**config.mk**
```make
export PLATFORM = sky130hd
export DESIGN_NAME = edge_event_queue
export DESIGN_NICKNAME = d
export VERILOG_FILES = /design/src/rtl/eeq_pkg.sv /design/src/rtl/eeq_edge_filter.sv /design/src/rtl/eeq_scanner.sv /design/src/rtl/eeq_ring.sv /design/src/rtl/edge_event_queue.sv
export SDC_FILE = /design/constraint.sdc
export NUM_CORES = 1
export LEC_CHECK = 0
export ABC_AREA = 1
export BUFFER_PORTS_ARGS = -buffer_cell sky130_fd_sc_hd__buf_2
export CAP_MARGIN = 20
export CORE_MARGIN = 8
export CORE_UTILIZATION = 56
export CTS_CLUSTER_DIAMETER = 200
export DETAILED_ROUTE_END_ITERATION = 12
export PLACE_DENSITY = 0.78
export SYNTH_ARGS = -nofsm -noshare
export SYNTH_HDL_FRONTEND = slang
export SYNTH_SLANG_ARGS = --single-unit
```
**constraint.sdc**
```tcl
create_clock -name clk -period 2.13 [get_ports clk]
set_clock_uncertainty 0.2 [all_clocks]
set_input_delay 0.426 -clock clk [delete_from_list [all_inputs] [get_ports clk]]
set_output_delay 0.426 -clock clk [all_outputs]
set_load 0.05 [all_outputs]
```
**src/rtl/eeq_pkg.sv**
```systemverilog
package eeq_pkg;

    typedef enum logic {
        SC_IDLE = 1'b0,
        SC_SCAN = 1'b1
    } scan_state_t;

endpackage

```
**src/rtl/eeq_edge_filter.sv**
```systemverilog
module eeq_edge_filter #(
    parameter int          W         = 6,
    parameter logic [W-1:0] EXCL_MASK = 6'b110000
) (
    input  logic [W-1:0] tog_mask,
    input  logic [W-1:0] lvl_vec,
    output logic [W-1:0] eligible
);

    // rising edge = changed and now high; excluded inputs forced out
    always_comb begin
        eligible = tog_mask & lvl_vec & ~EXCL_MASK;
    end

endmodule

```
**src/rtl/eeq_scanner.sv**
```systemverilog
module eeq_scanner
    import eeq_pkg::*;
#(
    parameter int W = 6
) (
    input  logic         clk,
    input  logic         rst,
    input  logic         tick,
    input  logic [W-1:0] eligible,
    output logic         busy,
    output logic         push_en,
    output logic [W-1:0] push_code
);

    scan_state_t  state_q, state_n;
    logic [W-1:0] pend_q, pend_n;
    logic [W-1:0] pick;

    // highest pending bit wins: ascending loop, last hit kept
    always_comb begin
        pick = '0;
        for (int i = 0; i < W; i++) begin
            if (pend_q[i]) begin
                pick    = '0;
                pick[i] = 1'b1;
            end
        end
    end

    always_ff @(posedge clk) begin
        if (rst) begin
            state_q <= SC_IDLE;
            pend_q  <= '0;
        end else begin
            state_q <= state_n;
            pend_q  <= pend_n;
        end
    end

    always_comb begin
        state_n   = state_q;
        pend_n    = pend_q;
        push_en   = 1'b0;
        push_code = '0;
        busy      = 1'b0;
        unique case (state_q)
            SC_IDLE: begin
                if (tick && (|eligible)) begin       // accept
                    pend_n  = eligible;
                    state_n = SC_SCAN;
                end
            end
            SC_SCAN: begin
                busy      = 1'b1;
                push_en   = 1'b1;
                push_code = pick;
                pend_n    = pend_q & ~pick;
                if (pend_n == '0) begin              // last written
                    state_n = SC_IDLE;
                end
            end
            default: begin
                state_n = SC_IDLE;
                pend_n  = '0;
            end
        endcase
    end

endmodule

```
**src/rtl/eeq_ring.sv**
```systemverilog
module eeq_ring #(
    parameter int W     = 6,
    parameter int DEPTH = 6
) (
    input  logic         clk,
    input  logic         rst,
    input  logic         push,
    input  logic [W-1:0] push_code,
    input  logic         pop,
    output logic         empty,
    output logic [W-1:0] head
);

    localparam int PTR_W = (DEPTH > 1) ? $clog2(DEPTH) : 1;
    localparam logic [PTR_W-1:0] LAST = PTR_W'(DEPTH - 1);

    logic [W-1:0]     slots [DEPTH];
    logic [PTR_W-1:0] wptr_q, rptr_q;
    logic [PTR_W-1:0] wptr_n, rptr_n, rptr_after_pop;
    logic             take;

    function automatic logic [PTR_W-1:0] bump(input logic [PTR_W-1:0] p);
        return (p == LAST) ? '0 : p + 1'b1;
    endfunction

    always_comb begin
        empty          = (rptr_q == wptr_q);
        head           = slots[rptr_q];
        take           = pop && !empty;
        rptr_after_pop = take ? bump(rptr_q) : rptr_q;
        wptr_n         = push ? bump(wptr_q) : wptr_q;
        // pop first, then overwrite check against the updated read pointer
        rptr_n         = (push && (wptr_n == rptr_after_pop))
                         ? bump(rptr_after_pop) : rptr_after_pop;
    end

    always_ff @(posedge clk) begin
        if (rst) begin
            wptr_q <= '0;
            rptr_q <= '0;
        end else begin
            wptr_q <= wptr_n;
            rptr_q <= rptr_n;
        end
    end

    always_ff @(posedge clk) begin
        if (push) begin
            slots[wptr_q] <= push_code;
        end
    end

endmodule

```
**src/rtl/edge_event_queue.sv**
```systemverilog
module edge_event_queue #(
    parameter int           W         = 6,
    parameter int           DEPTH     = 6,
    parameter logic [W-1:0] EXCL_MASK = 6'b110000
) (
    input  logic         clk,
    input  logic         rst,
    input  logic         tick,
    input  logic [W-1:0] tog_mask,
    input  logic [W-1:0] lvl_vec,
    output logic         scan_busy,
    input  logic         pop,
    output logic         q_empty,
    output logic [W-1:0] q_head
);

    logic [W-1:0] eligible;
    logic         push_en;
    logic [W-1:0] push_code;

    eeq_edge_filter #(.W(W), .EXCL_MASK(EXCL_MASK)) filt_i (
        .tog_mask (tog_mask),
        .lvl_vec  (lvl_vec),
        .eligible (eligible)
    );

    eeq_scanner #(.W(W)) scan_i (
        .clk       (clk),
        .rst       (rst),
        .tick      (tick),
        .eligible  (eligible),
        .busy      (scan_busy),
        .push_en   (push_en),
        .push_code (push_code)
    );

    eeq_ring #(.W(W), .DEPTH(DEPTH)) ring_i (
        .clk       (clk),
        .rst       (rst),
        .push      (push_en),
        .push_code (push_code),
        .pop       (pop),
        .empty     (q_empty),
        .head      (q_head)
    );

endmodule

```
== Word level (Yosys, flattened, before mapping) ==
Memory sizes are Yosys's and may differ from the RTL's. A register that Yosys moved wholly into a read port is not among the register bits.
Cells that the tools add are included.
Cells by class
  reductions and logical operators: 6
  add/subtract/negate cells: 3
  mux-type cells: 22
  bitwise operators: 4
  equality and inequality tests: 6
Operator list (count)
  $mux W3: 8
  $mux W6: 3
  $pmux W6 S2: 1
  $add A3 B1 Y3 const B: 3
  $eq A3 B3 Y1 const B: 3
  $and A6 B6 Y6: 1
  $eq A3 B3 Y1: 2
  $logic_not A6 Y1: 1
  $mux W1: 6
  $not A6 Y6: 1
  $mux W5: 1
  $and A4 B4 Y4: 1
  $mux W4: 1
  $reduce_or A4 Y1: 1
  $logic_and A1 B1 Y1: 3
  $mux W2: 1
  $ne A2 B1 Y1 const B: 1
  $pmux W1 S2: 1
  $logic_not A1 Y1: 1
  $not A1 Y1: 1
Word-level totals
  flip-flop bits (word level): 13
  bits in writable memories: 36
  bits of input ports: 16
  output and inout port bits: 8
  logic and storage cells: 46
  memories kept: 1
Memory list
  ring_i.slots: words 6, width 6, read ports 1, clocked after Yosys merged registers in 1, wr ports 1, line eeq_ring.sv:17  | logic [W-1:0] slots [DEPTH];

== Longest topological paths before layout ==
Gate-level depths: netlist of the first run.
  depth after elaboration: 11
  gate-level depth with buffers: 14
  depth with buffers taken out: 14

== Hierarchy ==
From an unflattened synthesis of the first run, not the netlist that was laid out.
Unflattened totals
  cells, all modules: 291
  area, all modules: 2471.1 sq um
By module, submodules not included
  eeq_ring: area each 1921.8 sq um, sequential area each 1201.2 sq um, times used 1, cells each 195
  eeq_scanner: area each 500.5 sq um, sequential area each 140.1 sq um, times used 1, cells each 85
  eeq_edge_filter: area each 48.8 sq um, sequential area each 0.0 sq um, times used 1, cells each 11

== Worst setup path before layout of the first run ==
No wires, ideal clock.
  path type: reg2out
  start: reg, netlist name ring_i.rptr_q[0]
  end: out q_head[0]
  path slack: -0.335 ns
  required time: 1.504 ns
  data arrival time: 1.839 ns
  stages on the path, launching flop included: 5
  buffers on the path: 1
  path through: dfxtp_1 > inv_2 > clkbuf_1 > nor2_1 > o21ai_0
RTL lines
  end, declared: line edge_event_queue.sv:14  | output logic [W-1:0] q_head

==> impl_metrics.env, run 1 <==
export IMPL_hold_class="primary input to register"
export IMPL_utilization_pct=70.0
export IMPL_crit_fanout=7
export IMPL_grt_pass1_vias=1383
export IMPL_syn_avg_cell_area_um2=8.68
export IMPL_syn_area_um2=1800
export IMPL_num_fill_cells=258
export IMPL_start_util_pct=58.9
export IMPL_drc=0
export IMPL_p_per_area_nw_per_um2=1120
export IMPL_cts_sinks=35
export IMPL_power_internal_mw=1.37
export IMPL_finalSetupViolCount=0
export IMPL_ios=24
export IMPL_status="complete, no violations"
export IMPL_drtIter0Drc=62
export IMPL_place_congestion=0.788
export IMPL_ff_latch_area_um2=948
export IMPL_synthFlopType="edfxtp_1"
export IMPL_ys_types=30
export IMPL_p_sw_share_pct=43.2
export IMPL_arrival_ps=1490
export IMPL_clk_pin_slew_worst_paths_ps=90
export IMPL_vias=1521
export IMPL_synth_seq_cells=35
export IMPL_dieArea_um2=5280
export IMPL_worst_pin_slew_ps=623
export IMPL_worst_slack_ps=15.8
export IMPL_fmax_mhz=473
export IMPL_grt_pass1_wl_mm=6.20
export IMPL_post_drt_wl_per_cell_um=13.8
export IMPL_synth_top_cell_area_share_pct=40.1
export IMPL_coreArea_um2=3050
export IMPL_viasPerCell=5.36
export IMPL_ctsRootBufferMaster="clkbuf_4"
export IMPL_areaGrowthSynthToFinish_pct=18.9
export IMPL_p_leak_nw=0.889
export IMPL_critical_path_class="register to output pin"
export IMPL_die_width_um=72.6
export IMPL_max_slew_margin_pct=58.1
export IMPL_yosysWarnings=0
export IMPL_synth_most_common_cell="nand2_1"
export IMPL_portBuffers=17
export IMPL_cp_start_kind="register"
export IMPL_gr_total_overflow=0
export IMPL_final_area_um2=2140
export IMPL_maxCapViolations=0
export IMPL_ys_seq_area_share_pct=52.4
export IMPL_dpl_instance_area_um2=1990
export IMPL_post_place_ws_ps=201
export IMPL_dp_cells=273
export IMPL_power_share_clock_pct=13.3
export IMPL_dr_pass1_iters=4
export IMPL_rsz0062_at_grt="yes"
export IMPL_switchingPower_mw=1.04
export IMPL_finalHoldViolCount=0
export IMPL_netlist_top_cells_area="edfxtp_1, dfxtp_1, nand2_1, nor2_1, nand3_1"
export IMPL_dp_hpwl_mm=2.81
export IMPL_vdd_drop_max_mv=0.463
export IMPL_stdcell_count=284
export IMPL_layout_drive_gt1_share_pct=29.2
export IMPL_pwr_share_comb_pct=53.4
export IMPL_synthArstFlopShare_pct=0
export IMPL_period_needed_ps=2110
export IMPL_cts_buffers=5
export IMPL_multiInputGateArea_um2=738
export IMPL_period_share_pct=99.3
export IMPL_power_frac_seq_pct=33.4
export IMPL_required_ps=1500
export IMPL_hold_slack_ps=160
export IMPL_synth_edf_count=24
export IMPL_worstSetupEndpointType="output pin"
export IMPL_syn_instance_count=207
export IMPL_htree_levels=2
export IMPL_ys_top_cells_by_count="nand2_1, edfxtp_1, nor2_1, inv_1"
export IMPL_die_height_um=72.6
export IMPL_grt_usage_pct=15.2
export IMPL_clockBufferDepth=2
export IMPL_drv_slew=0
export IMPL_cts_tree="yes"
export IMPL_grt_max_degree=12
export IMPL_ant_nets=0
export IMPL_diodes=0
export IMPL_wirelength_mm=3.91
export IMPL_insertion_delay_ps=320
export IMPL_antenna_found_initial=0
export IMPL_final_nets=255
export IMPL_synth_top_cell_by_area="edfxtp_1"
export IMPL_rows=20
## cells in the final DEF, fill, tap and decap left out, drive strengths merged, types with 2 or more instances in the layout
cell type / n
dfxtp: 11
buf: 29
nor3: 3
edfxtp: 24
clkinv: 3
conb: 2
a21oi: 9
nand2: 53
clkbuf: 7
nand3: 18
nand4: 3
o211ai: 5
o21ai: 16
nor2: 29
inv: 24
## flip-flops by register name, summed over array words and instances (netlist names)
signal	flops
ring_i.rptr_q	3
ring_i.slots	24
ring_i.wptr_q	3
scan_i.pend_q	4
scan_i.state_q	1
## per-layer routing
metal	GRT usage [%]	vias to the layer above	share of wire (%)
met4	6.89	0	2.1
li1	-	757	-
met1	18.7	696	43
met5	0	-	0
met2	23.4	59	47
met3	4.95	9	8.0
## critical path, stage by stage, from the launching register on
cell and delay (ps):
dfxtp_4 410, buf_6 130, o21ai_1 70, o211ai_1 190, nand2_1 100, o21ai_2 80, buf_6 180
## power by group through the flow
stage,registers [mW],logic [mW],clock network [mW]
2_1_floorplan,0.794,0.822,0
3_3_place_gp,0.802,1.07,0
3_5_place_dp,0.802,1.09,0
4_1_cts,0.794,1.15,0.321
5_1_grt,0.805,1.36,0.347
6_report,0.802,1.28,0.319
## logic make-up after synthesis
kind of cell | Yosys count | share of synthesized area (%)
compound gates | 31 | 9.75
xor+xnor | 1 | 0.906
buf+inv | 31 | 7.52
flops | 35 | 52.4
other cells | 1 | 0.209
simple gates | 108 | 29.2
## timing repair
item	CTS	global route
buffers inserted	0	2
resized for setup	10	13
cloned	0	1
pin swaps	0	6
hold buffers	0	0
endpoints found under the setup margin	5	5
## final cells by class
cell class,instances,share of cell area (%)
flip-flops and latches,35,44.4
clock inverters,2,0.410
clock buffers,6,1.93
well taps,44,2.58
repair buffers,30,11.4
inverters,25,4.74
multi-input cells,142,34.5
## through the flow
step	setup TNS [ps]	power [mW]
2_1_floorplan	0	1.62
3_3_place_gp	0	1.88
3_5_place_dp	0	1.89
4_1_cts	0	2.26
5_1_grt	-75.2	2.52
6_report	0	2.40
## worst paths after layout
| check | from | end | slack, ps | cells after the start |
|---|---|---|---|---|
| worst max-delay path | ring_i.rptr_q[0]$_SDFF_PP0_ | q_head[0] | 20 | 6 |
| worst max register to register | ring_i.rptr_q[1]$_SDFF_PP0_ | ring_i.rptr_q[1]$_SDFF_PP0_ | 260 | 10 |
| worst min register to register | scan_i.pend_q[0]$_SDFFE_PP0P_ | scan_i.pend_q[0]$_SDFFE_PP0P_ | 310 | 2 |
| worst min-delay path | rst | ring_i.wptr_q[1]$_SDFF_PP0_ | 160 | 2 |
Note: power is estimated with default switching activity, not from simulation.
==> inputs of run 2 (changes only) <==
- ABC_AREA: 1 -> unset
- CTS_CLUSTER_DIAMETER: 200 -> 60
- CTS_CLUSTER_SIZE: unset -> 30
==> impl_metrics.env, run 2 <==
export IMPL_stdcell_count=236
export IMPL_vias=1300
export IMPL_p_leak_nw=0.841
export IMPL_die_height_um=72.9
export IMPL_top_regs="ring_i.slots x24, scan_i.pend_q x4"
export IMPL_p_per_area_nw_per_um2=726
export IMPL_pwr_share_comb_pct=27.7
export IMPL_grt_pass1_wl_mm=6.42
export IMPL_ctsRootBufferMaster="clkbuf_4"
export IMPL_ios=24
export IMPL_grt_max_degree=16
export IMPL_portBuffers=17
export IMPL_crit_chain="buf_12, xor2_4, buf_6, or3_4, inv_2, buf_8"
export IMPL_htree_levels=2
export IMPL_ys_seq_area_share_pct=51.9
export IMPL_period_share_pct=110
export IMPL_hold_class="primary input to register"
export IMPL_worst_slack_ps=-210
export IMPL_synthFlopType="edfxtp_1"
export IMPL_final_nets=207
export IMPL_dp_hpwl_mm=2.79
export IMPL_areaGrowthSynthToFinish_pct=29.6
export IMPL_yosysWarnings=0
export IMPL_dieArea_um2=5310
export IMPL_diodes=0
export IMPL_drv_slew=0
export IMPL_crit_fanout=2
export IMPL_netlist_top_cells_area="edfxtp_1, dfxtp_1, mux4_2, a21oi_1, mux2i_1"
export IMPL_finalSetupViolCount=8
export IMPL_layout_commonest_cell="buf_4"
export IMPL_clockBufferDepth=2
export IMPL_hold_slack_ps=154
export IMPL_violations="setup timing"
export IMPL_cts_buffers=5
export IMPL_viasPerCell=5.51
export IMPL_power_mw=1.70
export IMPL_status="complete, but fails checks"
export IMPL_clk_pin_slew_worst_paths_ps=110
export IMPL_largest_register="ring_i.slots"
export IMPL_dp_cells=222
export IMPL_gr_total_overflow=0
export IMPL_ys_types=47
export IMPL_power_share_clock_pct=28.0
export IMPL_critPathTopFamily="buffers and inverters"
export IMPL_cp_num_buf_inv=4
export IMPL_required_ps=1500
export IMPL_synthArstFlopShare_pct=0
export IMPL_die_width_um=72.9
export IMPL_power_frac_seq_pct=44.3
export IMPL_rsz0062_at_grt="yes"
export IMPL_vdd_drop_max_mv=0.397
export IMPL_largest_reg_flops=24
export IMPL_num_fill_cells=196
export IMPL_layout_drive_gt1_share_pct=44.8
export IMPL_power_internal_mw=1.20
export IMPL_place_congestion=0.870
export IMPL_insertion_delay_ps=340
export IMPL_critPathMaxStageDelay_ps=370
export IMPL_drtIter0Drc=112
export IMPL_setup_tns_ps=-1350
export IMPL_drc=0
export IMPL_synth_top_cell_by_area="edfxtp_1"
export IMPL_synth_seq_cells=35
export IMPL_maxCapViolations=0
export IMPL_final_cell_mix="buf_4, edfxtp_1, buf_2"
export IMPL_syn_instance_count=149
export IMPL_cts_hold_buffers=0
export IMPL_coreArea_um2=3080
export IMPL_start_util_pct=58.9
export IMPL_switchingPower_uw=502
export IMPL_utilization_pct=76.3
export IMPL_cts_sinks=35
export IMPL_ant_nets=0
export IMPL_cp_start_kind="register"
export IMPL_ys_top_cells_by_count="edfxtp_1, a21oi_1, dfxtp_1, nor2_1"
export IMPL_worstSetupEndpointType="output pin"
export IMPL_arrival_ps=1710
export IMPL_syn_area_um2=1810
export IMPL_p_sw_share_pct=29.4
export IMPL_dr_pass1_iters=4
export IMPL_period_needed_ps=2340
export IMPL_finalHoldViolCount=0
export IMPL_syn_avg_cell_area_um2=12.2
export IMPL_synth_top_cell_area_share_pct=39.8
export IMPL_critical_path_class="register to output pin"
export IMPL_synth_most_common_cell="edfxtp_1"
export IMPL_antenna_found_initial=0
export IMPL_synth_edf_count=24
export IMPL_wirelength_mm=3.93
export IMPL_grt_usage_pct=16.1
export IMPL_rows=20
export IMPL_cts_tree="yes"
export IMPL_grt_pass1_vias=1387
export IMPL_fmax_mhz=427
export IMPL_cp_slowest_cell="dfxtp_4"
export IMPL_post_drt_wl_per_cell_um=16.6
run 2: cell count changes after synthesis, sizes merged, moves of 12 or more:
cell / before / now
nand2: 53 / 4
inv: 24 / 5
nor2: 29 / 10
o21ai: 16 / 2
nand3: 18 / 6
run 2: power groups by stage:
stage / clock, mW / sequential (mW) / combinational, mW
2_1_floorplan: 0 / 0.762 / 0.285
3_3_place_gp: 0 / 0.769 / 0.359
3_5_place_dp: 0 / 0.770 / 0.371
4_1_cts: 0.480 / 0.756 / 0.472
5_1_grt: 0.520 / 0.758 / 0.502
6_report: 0.477 / 0.756 / 0.473
run 2: layout make-up:
class / count / area [um^2] / share of cell area (%)
repair buffers: 47 / 369 / 15.7
inverters: 5 / 18.8 / 0.799
well taps: 44 / 55.1 / 2.34
clock buffers: 5 / 37.5 / 1.60
flip-flops and latches: 35 / 960 / 40.8
multi-input cells: 97 / 866 / 36.8
clock inverters: 3 / 43.8 / 1.86
run 2: final timing paths:
| check | from | to | slack [ps] | cells after the start |
|---|---|---|---|---|
| hold / removal | lvl_vec[2] | scan_i.pend_q[2]$_SDFFE_PP0P_ | 150 | 3 |
| setup reg to reg | ring_i.rptr_q[0]$_SDFF_PP0_ | ring_i.rptr_q[1]$_SDFF_PP0_ | -130 | 7 |
| hold reg to reg | scan_i.pend_q[2]$_SDFFE_PP0P_ | scan_i.pend_q[2]$_SDFFE_PP0P_ | 340 | 2 |
| setup / recovery | ring_i.rptr_q[0]$_SDFF_PP0_ | q_empty | -210 | 6 |
run 2: cell families (layout without fill, tap and decap cells):
kind of cell	Yosys count	after routing	share of synthesized area [%]
and+or+nand+nor	42	42	12.6
DFF	35	35	51.9
AOI/OAI and AO/OA	34	34	15.3
buffers and inverters	18	60	5.45
muxes	12	12	9.94
xor gates and xnor gates	6	6	4.14
adders and majority gates	1	1	0.552
other	1	2	0.207
run 2: what timing repair did:
item                                    4_1_cts  5_1_grt
gates resized for setup                      30        3
gates cloned                                  0        0
setup buffers                                 6        0
endpoints found under the setup margin        8        8
pin swaps                                     8        5
run 2: worst min-delay path, delay by kind of cell:
family          cells  cell delay, ps
simple gates        1              60
compound gates      1              60
buf+inv             1             110
run 2: routing by layer:
metal	routed length, um	track usage [%]	vias to the layer above	share of wire [%]
li1	-	-	634	-
met1	1640	17.0	618	42
met2	2020	28.9	38	51
met3	193	5.77	10	4.9
met4	71	4.67	0	1.8
met5	0	0	-	0
run 2: stage by stage:
step	cell area (um^2)	setup slack [ps]
4_1_cts	2340	-231
5_1_grt	2350	-276
2_1_floorplan	1860	-282
6_report	2350	-210
3_3_place_gp	2090	-104
3_5_place_dp	2090	-132
